### src/rtl/ctl_latch_pkg.sv
package ctl_latch_pkg;

  localparam int LATCH_BITS = 8;
  localparam int SEL_W      = $clog2(LATCH_BITS);
  localparam int COLOR_W    = 3;
  localparam int ROMB_W     = 2;
  localparam int NUM_LATCH  = 2;

  // bit positions inside latch A
  localparam int A_ROM_MSB  = 0;
  localparam int A_FLIP     = 1;
  localparam int A_COLOR_LO = 2;
  localparam int A_VIDEO    = 5;
  localparam int A_IRQ_EN   = 6;
  localparam int A_VRAM     = 7;

  // bit positions inside latch B
  localparam int B_COIN     = 2;
  localparam int B_SAMPLE   = 5;
  localparam int B_ROM_LSB  = 6;

  typedef struct packed {
    logic [ROMB_W-1:0]  rom_bank;
    logic               flip;
    logic [COLOR_W-1:0] color;
    logic               video;
    logic               irq_en;
    logic               vram;
    logic               coin;
    logic               sample;
  } ctl_fields_t;

endpackage

### src/rtl/ctl_reset_sync.sv
module ctl_reset_sync #(
  parameter int STAGES = 2
) (
  input  logic clk,
  input  logic rst_n,
  output logic rst_sync_n
);

  logic [STAGES-1:0] sync_q;
  logic [STAGES-1:0] sync_d;

  always_comb begin
    sync_d = {sync_q[STAGES-2:0], 1'b1};
  end

  always_ff @(posedge clk or negedge rst_n) begin
    if (!rst_n) begin
      sync_q <= '0;
    end else begin
      sync_q <= sync_d;
    end
  end

  assign rst_sync_n = sync_q[STAGES-1];

endmodule

### src/rtl/ctl_bit_latch.sv
module ctl_bit_latch #(
  parameter int          ADDR_W = 16,
  parameter int          DATA_W = 8,
  parameter int          BITS   = 8,
  parameter logic [7:0]  PORT   = 8'h30
) (
  input  logic              clk,
  input  logic              rst_n,
  input  logic              wr,
  input  logic [ADDR_W-1:0] addr,
  input  logic [DATA_W-1:0] data,
  output logic [BITS-1:0]   q,
  output logic [BITS-1:0]   q_nxt
);

  localparam int SEL_W = $clog2(BITS);

  logic             hit;
  logic [SEL_W-1:0] sel;
  logic             val;
  logic             unused_bits;

  assign hit = wr && (addr[7:0] == PORT);
  assign sel = data[SEL_W:1];
  assign val = data[0];
  assign unused_bits = ^{addr[ADDR_W-1:8], data[DATA_W-1:SEL_W+1]};

  for (genvar i = 0; i < BITS; i++) begin : g_bit
    localparam logic [SEL_W-1:0] IDX = SEL_W'(i);
    logic bit_en;
    assign bit_en = hit && (sel == IDX);

    always_comb begin
      q_nxt[i] = bit_en ? val : q[i];
    end

    always_ff @(posedge clk or negedge rst_n) begin
      if (!rst_n) begin
        q[i] <= 1'b0;
      end else if (bit_en) begin
        q[i] <= q_nxt[i];
      end
    end
  end

endmodule

### src/rtl/ctl_tick_gen.sv
module ctl_tick_gen #(
  parameter int DIV = 416667
) (
  input  logic clk,
  input  logic rst_n,
  output logic tick
);

  localparam int CNT_W = (DIV > 1) ? $clog2(DIV) : 1;
  localparam logic [CNT_W-1:0] LAST = CNT_W'(DIV - 1);

  logic [CNT_W-1:0] cnt_q;
  logic [CNT_W-1:0] cnt_d;

  assign tick = (cnt_q == LAST);

  always_comb begin
    cnt_d = tick ? '0 : cnt_q + 1'b1;
  end

  always_ff @(posedge clk or negedge rst_n) begin
    if (!rst_n) begin
      cnt_q <= '0;
    end else begin
      cnt_q <= cnt_d;
    end
  end

endmodule

### src/rtl/ctl_field_decode.sv
module ctl_field_decode
  import ctl_latch_pkg::*;
(
  input  logic [LATCH_BITS-1:0] lat_a,
  input  logic [LATCH_BITS-1:0] lat_b,
  output ctl_fields_t           fields
);

  logic unused_b;
  assign unused_b = ^{lat_b[7], lat_b[4:3], lat_b[1:0]};

  always_comb begin
    fields.rom_bank = {lat_a[A_ROM_MSB], lat_b[B_ROM_LSB]};
    fields.flip     = lat_a[A_FLIP];
    fields.color    = lat_a[A_COLOR_LO +: COLOR_W];
    fields.video    = lat_a[A_VIDEO];
    fields.irq_en   = lat_a[A_IRQ_EN];
    fields.vram     = lat_a[A_VRAM];
    fields.coin     = lat_b[B_COIN];
    fields.sample   = lat_b[B_SAMPLE];
  end

endmodule

### src/rtl/ctl_latch_decoder.sv
module ctl_latch_decoder
  import ctl_latch_pkg::*;
#(
  parameter int         ADDR_W   = 16,
  parameter logic [7:0] PORT_A   = 8'h30,
  parameter logic [7:0] PORT_B   = 8'h31,
  parameter int         TICK_DIV = 416667
) (
  input  logic              clk,
  input  logic              rst_n,
  input  logic              io_wr,
  input  logic [ADDR_W-1:0] io_addr,
  input  logic [7:0]        io_data,
  output logic [1:0]        rom_bank,
  output logic              flip_scr,
  output logic [2:0]        color_bank,
  output logic              video_en,
  output logic              irq_en,
  output logic              vram_bank,
  output logic              coin_cnt,
  output logic              sample_bank,
  output logic              irq_req
);

  logic                  rst_sync_n;
  logic [LATCH_BITS-1:0] lat_q   [NUM_LATCH];
  logic [LATCH_BITS-1:0] lat_nxt [NUM_LATCH];
  ctl_fields_t           fields;
  logic                  tick;
  logic                  en_nxt;
  logic                  irq_q;
  logic                  irq_d;
  logic                  unused_nxt;

  ctl_reset_sync #(.STAGES(2)) u_rst (
    .clk        (clk),
    .rst_n      (rst_n),
    .rst_sync_n (rst_sync_n)
  );

  for (genvar k = 0; k < NUM_LATCH; k++) begin : g_lat
    ctl_bit_latch #(
      .ADDR_W (ADDR_W),
      .DATA_W (8),
      .BITS   (LATCH_BITS),
      .PORT   ((k == 0) ? PORT_A : PORT_B)
    ) u_lat (
      .clk   (clk),
      .rst_n (rst_sync_n),
      .wr    (io_wr),
      .addr  (io_addr),
      .data  (io_data),
      .q     (lat_q[k]),
      .q_nxt (lat_nxt[k])
    );
  end

  ctl_field_decode u_dec (
    .lat_a  (lat_q[0]),
    .lat_b  (lat_q[1]),
    .fields (fields)
  );

  ctl_tick_gen #(.DIV(TICK_DIV)) u_tick (
    .clk   (clk),
    .rst_n (rst_sync_n),
    .tick  (tick)
  );

  // interrupt level: set by tick, dropped with the enable in the same edge
  assign en_nxt     = lat_nxt[0][A_IRQ_EN];
  assign unused_nxt = ^{lat_nxt[0][7], lat_nxt[0][5:0], lat_nxt[1]};

  always_comb begin
    irq_d = en_nxt & (irq_q | tick);
  end

  always_ff @(posedge clk or negedge rst_sync_n) begin
    if (!rst_sync_n) begin
      irq_q <= 1'b0;
    end else begin
      irq_q <= irq_d;
    end
  end

  assign rom_bank    = fields.rom_bank;
  assign flip_scr    = fields.flip;
  assign color_bank  = fields.color;
  assign video_en    = fields.video;
  assign irq_en      = fields.irq_en;
  assign vram_bank   = fields.vram;
  assign coin_cnt    = fields.coin;
  assign sample_bank = fields.sample;
  assign irq_req     = irq_q;

endmodule

### config.mk
export PLATFORM = sky130hd
export DESIGN_NAME = ctl_latch_decoder
export DESIGN_NICKNAME = d
export VERILOG_FILES = /design/src/rtl/ctl_latch_pkg.sv /design/src/rtl/ctl_reset_sync.sv /design/src/rtl/ctl_bit_latch.sv /design/src/rtl/ctl_tick_gen.sv /design/src/rtl/ctl_field_decode.sv /design/src/rtl/ctl_latch_decoder.sv
export SDC_FILE = /design/constraint.sdc
export NUM_CORES = 1
export LEC_CHECK = 0
export BUFFER_PORTS_ARGS = -buffer_cell sky130_fd_sc_hd__buf_4
export CORE_MARGIN = 2
export CORE_UTILIZATION = 23
export CTS_CLUSTER_SIZE = 20
export DETAILED_ROUTE_END_ITERATION = 8
export PLACE_DENSITY = 0.46
export SETUP_SLACK_MARGIN = 0.1
export SLEW_MARGIN = 0
export SYNTH_ARGS = -nofsm -noshare
export SYNTH_HDL_FRONTEND = slang
export SYNTH_SLANG_ARGS = --single-unit
export TNS_END_PERCENT = 30
### constraint.sdc
create_clock -name clk -period 1.3 [get_ports clk]
set_clock_uncertainty 0.15 [all_clocks]
set_input_delay 0.195 -clock clk [delete_from_list [all_inputs] [get_ports clk]]
set_output_delay 0.195 -clock clk [all_outputs]
set_load 0.02 [all_outputs]
; Yosys cells after proc, flatten, opt, wreduce, memory -nomap -nowiden
; Index checks and enable logic that the tools add are counted.
[op_classes]
n_addsub = 1
n_eq_ne = 10
mux = 2
bitwise_logic = 2
reduce_logical = 14
[op_table]
columns = operator, count
row1 = $add 19x1->19 const B, 1
row2 = $eq 19x19->1 const B, 1
row3 = $mux 19, 1
row4 = $eq 8x6->1 const B, 2
row5 = $logic_and 1x1->1, 13
row6 = $eq 3x3->1 const B, 4
row7 = $eq 3x2->1 const B, 2
row8 = $eq 3x1->1 const B, 1
row9 = $logic_not 3->1, 1
row10 = $and 1x1->1, 1
row11 = $mux 1, 1
row12 = $or 1x1->1, 1
[totals]
ff_bits = 33
out_inout_bits = 12
elab_cells = 43

; Depth between registers and ports, before layout
; Gate-level depths: netlist of run 1.
[logic_depth]
ltp_word = 5
depth_mapped = 7
depth_no_buf = 6

; Hierarchy
; From an unflattened synthesis of run 1, not the netlist that was laid out.
[hier_totals]
hier_cells = 195
hier_area_um2 = 2317.2
[by_module_without_submodules]
columns = module, instances, cells_each, area_per_inst_um2, seq_area_each_um2
row1 = ctl_tick_gen, 1, 91, 954.7, 475.5
row2 = ctl_bit_latch (g_lat[0].u_lat), 1, 44, 603.1, 200.2
row3 = ctl_bit_latch (g_lat[1].u_lat), 1, 44, 590.6, 200.2
row4 = ctl_field_decode, 1, 11, 82.6, 0.0
row5 = ctl_reset_sync, 1, 3, 53.8, 50.0
row6 = ctl_latch_decoder, 1, 2, 32.5, 25.0

; Worst setup path after synthesis of run 1
; OpenSTA, ideal clock, no wires.
[synth_timing]
path_kind = flip-flop to flip-flop
from = reg u_tick.cnt_q[0]
to = reg u_tick.cnt_q[11]
setup_time_ns = 0.121
arrival_ns = 1.384
t_required_ns = 1.029
path_slack_ns = -0.355
path_stages_with_launch = 8
n_path_buf = 1
synth_period_minus_slack_ns = 1.655
path_cell_list = dfrtp_1 > inv_1 > ha_1 > nor4bb_1 > nand3_1 > nor2_1 > buf_2 > nor2_1
[synth_via]
elab_chain_cells = 2
word_cells_on_any_way = 3
cone_classes = 1 x add/sub / 1 x eq/ne / 1 x mux
[synth_rtl]
columns = element, line_no
row1 = start: declaration, ctl_tick_gen.sv:12  ; logic [CNT_W-1:0] cnt_q;
row2 = start signal: assignment, ctl_tick_gen.sv:25  ; cnt_q <= cnt_d;
row3 = $add 19x1->19 / $eq 19x19->1 (equally long branches), "ctl_tick_gen.sv:18, ctl_tick_gen.sv:15"
row4 = $mux 19 *, ctl_tick_gen.sv:18  ; cnt_d = tick ? '0 : cnt_q + 1'b1;
row5 = net u_tick.cnt_d[11], ctl_tick_gen.sv:13  ; logic [CNT_W-1:0] cnt_d;
; The timed path passes the listed nets; every way through them passes the cells marked *.
; A chain may end at the register's enable or synchronous reset.

; Final worst setup path of run 1
[layout_timing]
from = reg u_tick.cnt_q[10]
to = reg irq_q, in the netlist irq_req
[layout_via]
elab_chain_cells = 3
[layout_rtl]
columns = element, line_no
row1 = $eq 19x19->1, ctl_tick_gen.sv:15  ; assign tick = (cnt_q == LAST);
row2 = $or 1x1->1, ctl_latch_decoder.sv:75  ; irq_d = en_nxt & (irq_q | tick);
row3 = $and 1x1->1, ctl_latch_decoder.sv:75
row4 = net irq_d, ctl_latch_decoder.sv:32  ; logic irq_d;
row5 = end signal: assignment, ctl_latch_decoder.sv:82  ; irq_q <= irq_d;
row6 = end: declaration, ctl_latch_decoder.sv:31  ; logic irq_q;
; The timed path passes the listed nets, and every way through them passes these cells.

==> flow_summary.yaml, run 1 <==
grt:
  grt_pass1_wl_um: 6009
  grt_pass1_vias: 1335
  track_usage_pct: 10.25
  overflow: 0
  antenna_found_initial: 0
  grt_max_degree: 32
die:
  core_area_um2: 6832
  die_width_um: 88.19
  io_pins: 39
  initial_core_util_pct: 23.86
  fp.dieH_um: 88.19
  rows: 30
  dieArea_um2: 7777
worst_setup_path:
  r2r_end: "irq_req$_DFF_PN0_"
  worstReg2RegStart: "u_tick.cnt_q[10]$_DFF_PN0_"
  worst_setup_path_end_kind: "register"
  cp_data_required_time_ns: 1.37
  critPathLaunch: "u_tick.cnt_q[10]$_DFF_PN0_"
  worstSetupStartpointType: "register"
  cp_data_arrival_time_ns: 1.67
  reg2reg_depth: 5
  rrSetupSlack_ns: -0.30
  critPathMaxFanout: 6
  worstSetupEndpoint: "irq_req$_DFF_PN0_"
  path_class: "register to register"
layout:
  synthToLayoutAreaGrowth_pct: 52.03
  fin_area_um2: 2479
  final_core_util_pct: 36.28
  fin_nets: 238
  diodes: 0
  drive_gt1_share_pct: 52.38
  final_cells: 306
min_path:
  hold_class: "register to async pin"
yosys:
  synth_top_cell_by_area: "dfrtp_1"
  synth_commonest_cells: "dfrtp_1 (33), nor2_1 (18), mux2_2 (11), nand4_1 (11), xnor2_1 (9)"
  synth_area_leaders: "dfrtp_1 (51%), mux2_2 (7.6%), xnor2_1 (4.8%)"
  synth.distinct_cells: 33
  synth-edff-count: 0
  syn_area_um2: 1630
  syn_avg_cell_area_um2: 11.09
  async_flop_share_pct: 100.0
  yosysTopAreaCellShare_pct: 50.65
  synthCells: 147
  yosys_register_bits: 33
  ys_seq_area_share_pct: 50.65
  synth_most_common_cell: "dfrtp_1"
  synth_warnings: 0
  ys.flop_type: "dfrtp_1"
  synth_nets: 176
placed_design:
  port_buffers: 26
  post-place-ws_ns: -0.4015
  hpwl_um: 2633
  place_congestion: 0.7588
  place_area_um2: 2181
  place_inst: 295
clocking:
  cts_tree: "yes"
  cts_made_buffers: 5
  clkLatencyLatePin_ns: 0.28
  cts.path.max_buffers: 2
  cts_root_buf: "clkbuf_8"
  cts_sinks: 33
  cts.clk_slew.worst_paths_ns: 0.07
  h-tree-depth: 2
drt:
  antenna_left: 0
  dr.pass1.iters: 3
  viasPerCell: 4.310
  drt_iter0_markers: 44
  avgRoutedWirePerCell_um: 12.07
  wl_met2_um: 1739
  dr_wl_met3_um: 156
  top_layer_used: "met4"
  wirelength_met1_um: 1730
  vias: 1319
  routed_wl_um: 3694
  drc_errors: 0
pwr:
  switching_power_mw: 0.4229
  p_seq_share_pct: 54.5
  finalPower_mw: 1.901
  vdd_drop_max_mv: 0.4260
  p_leak_nw: 1.071
  p_sw_share_pct: 22.25
  combPwrFrac_pct: 6.6
  internal_power_mw: 1.478
  p_per_area_nw_per_um2: 767.0
  pwr-share-clk_pct: 38.9
timing:
  fmax_mhz: 626.4
  rsz0062_at_grt: "true"
  min_period_over_period_pct: 122.8
  period_minus_slack_ns: 1.596
  layout_setup_ws_ns: -0.2964
  finalSetupTns_ns: -4.749
  final_max_slew_viol_count: 0
  setup_viol_count_final: 21
  finalHoldViolations: 0
  hold_ws_ns: 0.06815
run_status:
  outcome: "complete, but fails checks"
  failed_checks: "negative setup slack"
run:
  maxCapViolCount: 0
registers in the layout, summed over array words and instances, names as in the netlist:
name and cells:
u_tick.cnt_q 19, g_lat.u_lat.q 11, u_rst.sync_q 2, irq_req 1
area by class of cell:
class / count / area [µm²]
well taps: 96 / 120.1
flip-flops and latches: 33 / 830.8
fillers: 734 / 4353
multi-input cells: 105 / 914.6
inverters: 3 / 11.26
clock buffers: 8 / 80.08
repair buffers: 61 / 521.8
critical path: stages (launching register included):
cell and delay, ns:
dfrtp_1 0.46, nor4_2 0.35, nand3_2 0.15, nor2_4 0.18, buf_6 0.14, o21a_1 0.12
how the worst min path moves through the flow:
stage | slack (ns) | cells after the start | start | endpoint
after global placement | -0.17 | 1 | rst_n | u_rst.sync_q[0]$_DFF_PN0_
after detailed placement | -0.17 | 1 | rst_n | u_rst.sync_q[1]$_DFF_PN0_
after floorplan | -0.25 | 0 | rst_n | u_rst.sync_q[0]$_DFF_PN0_
after global routing | 0.08 | 2 | rst_n | u_rst.sync_q[0]$_DFF_PN0_
final | 0.07 | 1 | u_rst.sync_q[1]$_DFF_PN0_ | g_lat[1].u_lat.q[6]$_DFFE_PN0P_
after CTS | 0.07 | 2 | rst_n | u_rst.sync_q[0]$_DFF_PN0_
power by group through the flow:
stage          clock, mW  combinational (mW)  sequential [mW]
2_1_floorplan          0              0.0287             1.07
5_1_grt            0.825               0.139             1.04
4_1_cts            0.788               0.124             1.04
6_report           0.740               0.125             1.04
3_3_place_gp           0               0.119             1.05
3_5_place_dp           0               0.119             1.05
routing by layer:
layer  vias to the layer above  track usage [%]
met2                        24            16.75
met5                         -                0
met3                         5            2.733
met1                       643            12.35
met4                         0            5.372
li1                        647                -
cells in the final DEF (no fill, tap or decap), types with 3 or more instances in the layout:
master	n
buf_4	46
buf_6	13
clkbuf_1	3
clkbuf_8	5
dfrtp_1	29
dfrtp_2	4
mux2_2	10
nand2_1	6
nand3_1	5
nand3_2	3
nand4_1	11
nor2_1	10
nor2_2	5
nor2_4	3
nor2b_1	3
xnor2_1	9
xor2_1	6
cells by family after synthesis:
| logic type | share of synthesized area (%) |
|---|---|
| buffers and inverters | 2.379 |
| and+or+nand+nor | 27.40 |
| other | 0.2300 |
| DFF | 50.65 |
| muxes | 7.598 |
| xor gates and xnor gates | 8.059 |
| adders and majority gates | 1.535 |
| AOI/OAI and AO/OA | 2.149 |
repair_timing:
action                                 CTS  global route
setup buffers                            1             1
hold buffers                             1             0
setup endpoints to repair               31            35
endpoints found under the hold margin    2             0
pin swaps                                3            19
gates resized for setup                  8            39
No activity file was read; power rests on OpenSTA's default activity.
==> run 2: changes to the inputs <==
Clock period 1.3 ns to 1.5 ns, I/O delays scaled along.
==> run 2 against run 1 <==
- the run still ends with negative setup slack left
- non-clock buffer count down 5
- sequential share of layout area up 0.89 points
- die area unchanged
- worst setup slack better by 0.18 ns
- clock power up 18%
- sequential cell count unchanged
- critical path depth up 1
- critical endpoint is now u_tick.cnt_q[18]$_DFF_PN0_
- largest power group unchanged
- highest routed layer unchanged
==> flow_summary.yaml, run 2 (synthesized netlist as in run 1, its figures left out) <==
timing:
  period_minus_slack_ns: 1.613
  rsz0062_at_grt: "true"
  fmax_mhz: 620.1
  hold_ws_ns: 0.1071
  final_max_slew_viol_count: 0
  finalHoldViolations: 0
  finalSetupTns_ns: -1.288
  layout_setup_ws_ns: -0.1125
  setup_viol_count_final: 15
  min_period_over_period_pct: 107.5
worst_setup_path:
  rrSetupSlack_ns: -0.11
  reg2reg_depth: 6
  r2r_end: "u_tick.cnt_q[18]$_DFF_PN0_"
  worstSetupStartpointType: "register"
  critPathMaxFanout: 3
  worst_setup_path_end_kind: "register"
  path_class: "register to register"
  cp_data_required_time_ns: 1.53
  cp_data_arrival_time_ns: 1.64
  worstReg2RegStart: "u_tick.cnt_q[1]$_DFF_PN0_"
layout:
  top_regs: "u_tick.cnt_q (19), g_lat.u_lat.q (11), u_rst.sync_q (2)"
  multi_input_area_um2: 885.9
  fin_nets: 233
  drive_gt1_share_pct: 45.37
  largest_reg_flops: 19
  top_register: "u_tick.cnt_q"
  synthToLayoutAreaGrowth_pct: 47.43
  regArea_um2: 827.0
  layout_commonest_cell: "buf_4"
  nFillCells: 726
  diodes: 0
  final_cell_mix: "buf_4 (52), dfrtp_1 (32), nor2_1 (16), nand4_1 (11), mux2_2 (11)"
clocking:
  cts_sinks: 33
  cts.path.max_buffers: 2
  clkLatencyLatePin_ns: 0.28
  h-tree-depth: 2
  cts_tree: "yes"
  cts_made_buffers: 5
  cts_root_buf: "clkbuf_8"
  cts.clk_slew.worst_paths_ns: 0.07
placed_design:
  place_congestion: 0.7726
  hpwl_um: 2501
  port_buffers: 26
die:
  io_pins: 39
  core_area_um2: 6832
  fp.dieH_um: 88.19
  initial_core_util_pct: 23.86
  dieArea_um2: 7777
  rows: 30
  die_width_um: 88.19
pwr:
  p_per_area_nw_per_um2: 777.7
  p_leak_nw: 1.099
  vdd_drop_max_mv: 0.3835
  finalPower_mw: 1.869
grt:
  antenna_found_initial: 0
  grt_pass1_vias: 1274
  track_usage_pct: 10.20
  overflow: 0
  grt_max_degree: 32
  grt_pass1_wl_um: 6016
drt:
  viasPerCell: 4.213
  drt_iter0_markers: 19
  dr.pass1.iters: 3
  antenna_left: 0
  avgRoutedWirePerCell_um: 12.36
  drc_errors: 0
  routed_wl_um: 3721
  vias: 1268
run_status:
  failed_checks: "negative setup slack"
  outcome: "complete, but fails checks"
run:
  maxCapViolCount: 0
min_path:
  hold_class: "input port to async pin"
run 2: cell types whose count changed in the layout (fill, tap and decap cells not counted), sizes merged:
cell    before  now
clkbuf       8    7
buf         60   55
bufinv       0    1
run 2: what timing repair did:
item,CTS,global route
pin swaps,2,9
resized for setup,8,13
buffers inserted,0,7
cloned,0,0
setup endpoints to repair,20,28
hold buffers,1,0
endpoints found under the hold margin,2,0
run 2: worst max-delay path: stages, from the launching register on:
cell	delay [ns]
dfrtp_1	0.41
ha_1	0.20
nor4bb_1	0.12
nand3_1	0.14
nor2_4	0.06
buf_6	0.13
a2111oi_4	0.30
run 2: per-layer routing:
metal | vias up | global-route usage, % | wire length [µm]
met5 | - | 0 | 0
met4 | 0 | 5.234 | 60
met3 | 6 | 3.770 | 225
met2 | 23 | 15.17 | 1667
met1 | 605 | 12.96 | 1767
li1 | 634 | - | -
run 2: stage by stage:
| stage | std cells | cell area, µm² | utilization, % | setup slack, ns |
|---|---|---|---|---|
| after floorplan | 147 | 1647 | - | -0.01195 |
| after global placement | 286 | 2113 | 30.93 | -0.2844 |
| after detailed placement | 286 | 2113 | 30.93 | -0.2776 |
| after CTS | 295 | 2275 | 33.30 | -0.07959 |
| after global routing | 301 | 2404 | 35.18 | -0.1863 |
| final | 301 | 2404 | 35.18 | -0.1125 |
run 2: final cells by class:
| class | instances | share of cell area, % |
|---|---|---|
| clock inverter | 1 | 1.249 |
| tap | 96 | 4.997 |
| clock buffer | 7 | 3.592 |
| inverter | 3 | 0.4685 |
| timing repair buffer | 56 | 18.43 |
| multi-input combinational | 105 | 36.86 |
| sequential | 33 | 34.41 |
run 2: worst max path at each step:
stage                                         start                               to  slack (ns)
final                     u_tick.cnt_q[1]$_DFF_PN0_       u_tick.cnt_q[18]$_DFF_PN0_       -0.11
after global routing      u_tick.cnt_q[0]$_DFF_PN0_       u_tick.cnt_q[18]$_DFF_PN0_       -0.19
after CTS                 u_tick.cnt_q[0]$_DFF_PN0_        u_tick.cnt_q[4]$_DFF_PN0_       -0.08
after detailed placement                 io_addr[1]  g_lat[0].u_lat.q[2]$_DFFE_PN0P_       -0.28
after global placement                   io_addr[1]  g_lat[0].u_lat.q[1]$_DFFE_PN0P_       -0.28
after floorplan           u_tick.cnt_q[0]$_DFF_PN0_       u_tick.cnt_q[18]$_DFF_PN0_       -0.01
run 2: power breakdown:
group	switching, mW	internal [mW]	leakage [nW]
clock	0.328	0.542	0.0585
sequential	0.00170	0.895	0.445
combinational	0.0547	0.0485	0.596
total	0.384	1.48	1.10
==> run 3: changes to the inputs <==
Settings changed: MAX_ROUTING_LAYER from default to met4.
==> run 3 against run 2 <==
- the flow still finishes with violations (negative setup slack)
- via count is 0.16% higher
- sequential share of layout area stayed put
- global-route usage is 0.32 points higher
- final cell count stayed put
- wire length is 0.38% higher
- maximum frequency hardly changed
- count of clock-buffer cells in the layout stayed put
- worst setup slack better by 0.00067 ns
- design area stayed put
- critical path depth stayed put
- sequential cell count stayed put
- die area stayed put
- largest cell class unchanged
- largest power group unchanged
==> flow_summary.yaml, run 3 (synthesized netlist as in run 1, its figures left out) <==
drt:
  antenna_left: 0
  drt_iter0_markers: 23
  dr.pass1.iters: 3
  avgRoutedWirePerCell_um: 12.41
  drc_errors: 0
  viasPerCell: 4.219
  vias: 1270
  routed_wl_um: 3735
clocking:
  cts.clk_slew.worst_paths_ns: 0.07
  cts.path.max_buffers: 2
  clkLatencyLatePin_ns: 0.28
  h-tree-depth: 2
  cts_root_buf: "clkbuf_8"
  cts_tree: "yes"
  cts_made_buffers: 5
  cts_sinks: 33
run_status:
  failed_checks: "negative setup slack"
  outcome: "complete, but fails checks"
pwr:
  combPwrFrac_pct: 5.5
  p_leak_nw: 1.099
  p_seq_share_pct: 47.9
  vdd_drop_max_mv: 0.3836
  switching_power_mw: 0.3853
  p_per_area_nw_per_um2: 778.0
  pwr-share-clk_pct: 46.5
  p_sw_share_pct: 20.61
  internal_power_mw: 1.485
die:
  dieArea_um2: 7777
  fp.dieH_um: 88.19
  initial_core_util_pct: 23.86
  io_pins: 39
  die_width_um: 88.19
  core_area_um2: 6832
  rows: 30
layout:
  largest_reg_flops: 19
  synthToLayoutAreaGrowth_pct: 47.43
  final_cell_mix: "buf_4 (52), dfrtp_1 (32), nor2_1 (16), nand4_1 (11), mux2_2 (11)"
  layout_commonest_cell: "buf_4"
  fin_nets: 233
  drive_gt1_share_pct: 45.37
  final_core_util_pct: 35.18
  top_regs: "u_tick.cnt_q (19), g_lat.u_lat.q (11), u_rst.sync_q (2)"
  diodes: 0
  top_register: "u_tick.cnt_q"
timing:
  fmax_mhz: 620.4
  setup_viol_count_final: 15
  period_minus_slack_ns: 1.612
  layout_setup_ws_ns: -0.1119
  final_max_slew_viol_count: 0
  hold_ws_ns: 0.1070
  rsz0062_at_grt: "true"
  finalHoldViolations: 0
  min_period_over_period_pct: 107.5
placed_design:
  place_congestion: 0.7831
  port_buffers: 26
  hpwl_um: 2501
grt:
  overflow: 0
  track_usage_pct: 10.52
  grt_max_degree: 32
  grt_pass1_wl_um: 6016
  antenna_found_initial: 0
  grt_pass1_vias: 1271
worst_setup_path:
  cp_data_required_time_ns: 1.53
  crit_slowest_cell: "dfrtp_1"
  critical-path-max-stage-delay_ns: 0.41
  crit_chain: "ha_1 > nor4bb_1 > nand3_1 > nor2_4 > buf_6 > a2111oi_4"
  cp_data_arrival_time_ns: 1.64
  worst_setup_path_end_kind: "register"
  worstSetupStartpointType: "register"
  critPathMaxFanout: 3
  path_class: "register to register"
min_path:
  hold_class: "input port to async pin"
run:
  maxCapViolCount: 0
==> run 3: cell counts in the layout (fill, tap and decap cells not counted) <==
No cell type changed its count.
==> run 3: path summary, 6_finish.rpt <==
path,from,end,slack [ns],depth (start not counted)
worst max-delay path,u_tick.cnt_q[1]$_DFF_PN0_,u_tick.cnt_q[18]$_DFF_PN0_,-0.11,6
worst min-delay path,rst_n,u_rst.sync_q[1]$_DFF_PN0_,0.11,2
worst max register to register,u_tick.cnt_q[1]$_DFF_PN0_,u_tick.cnt_q[18]$_DFF_PN0_,-0.11,6
worst min register to register,u_rst.sync_q[1]$_DFF_PN0_,g_lat[1].u_lat.q[5]$_DFFE_PN0P_,0.11,1
max in group asynchronous,u_rst.sync_q[1]$_DFF_PN0_,u_tick.cnt_q[9]$_DFF_PN0_,0.76,1
min in group clk,io_data[0],g_lat[0].u_lat.q[3]$_DFFE_PN0P_,0.12,2
==> run 3: per-layer routing <==
metal / routed length (µm) / track usage (%) / up-vias
met5: 0 / - / -
met3: 227 / 3.770 / 6
met2: 1672 / 15.17 / 23
met4: 59 / 5.234 / 0
met1: 1775 / 12.96 / 606
li1: - / - / 635
==> run 3: power by group through the flow <==
stage / registers (mW) / clock network (mW) / logic [mW]
2_1_floorplan: 0.928 / 0 / 0.0248
3_3_place_gp: 0.913 / 0 / 0.0956
3_5_place_dp: 0.913 / 0 / 0.0962
4_1_cts: 0.896 / 0.900 / 0.100
5_1_grt: 0.896 / 0.939 / 0.114
6_report: 0.896 / 0.870 / 0.104
==> run 3: layout make-up <==
class	count	area (µm²)
fill	726	4428
multi-input combinational	105	885.9
sequential	33	827.0
timing repair buffer	56	442.9
tap	96	120.1
clock buffer	7	86.33
clock inverter	1	30.03
inverter	3	11.26
==> run 3: per-stage QoR <==
step | setup slack [ns] | area, µm² | TNS (ns) | cells | power, mW
after global routing | -0.1863 | 2404 | -2.396 | 301 | 1.949
after floorplan | -0.01195 | 1647 | -0.1037 | 147 | 0.9527
final | -0.1119 | 2404 | -1.263 | 301 | 1.870
after detailed placement | -0.2776 | 2113 | -2.978 | 286 | 1.010
after CTS | -0.07959 | 2275 | -0.9506 | 295 | 1.896
after global placement | -0.2844 | 2113 | -2.729 | 286 | 1.009
==> run 3: repair_timing <==
action | in CTS | in global routing
hold endpoints to repair | 2 | 0
cloned | 0 | 0
gates resized for setup | 8 | 13
setup buffers | 0 | 7
pin swaps | 2 | 9
endpoints found under the setup margin | 20 | 28
hold buffers | 1 | 0
==> run 3: worst max-delay path, delay by kind of cell (launching register included) <==
| family | cells | cell delay (ns) |
|---|---|---|
| flip-flops | 1 | 0.41 |
| AND/OR/NAND/NOR | 3 | 0.32 |
| AO/OA/AOI/OAI | 1 | 0.30 |
| adder cells (fa/ha/maj) | 1 | 0.20 |
| buffers and inverters | 1 | 0.13 |
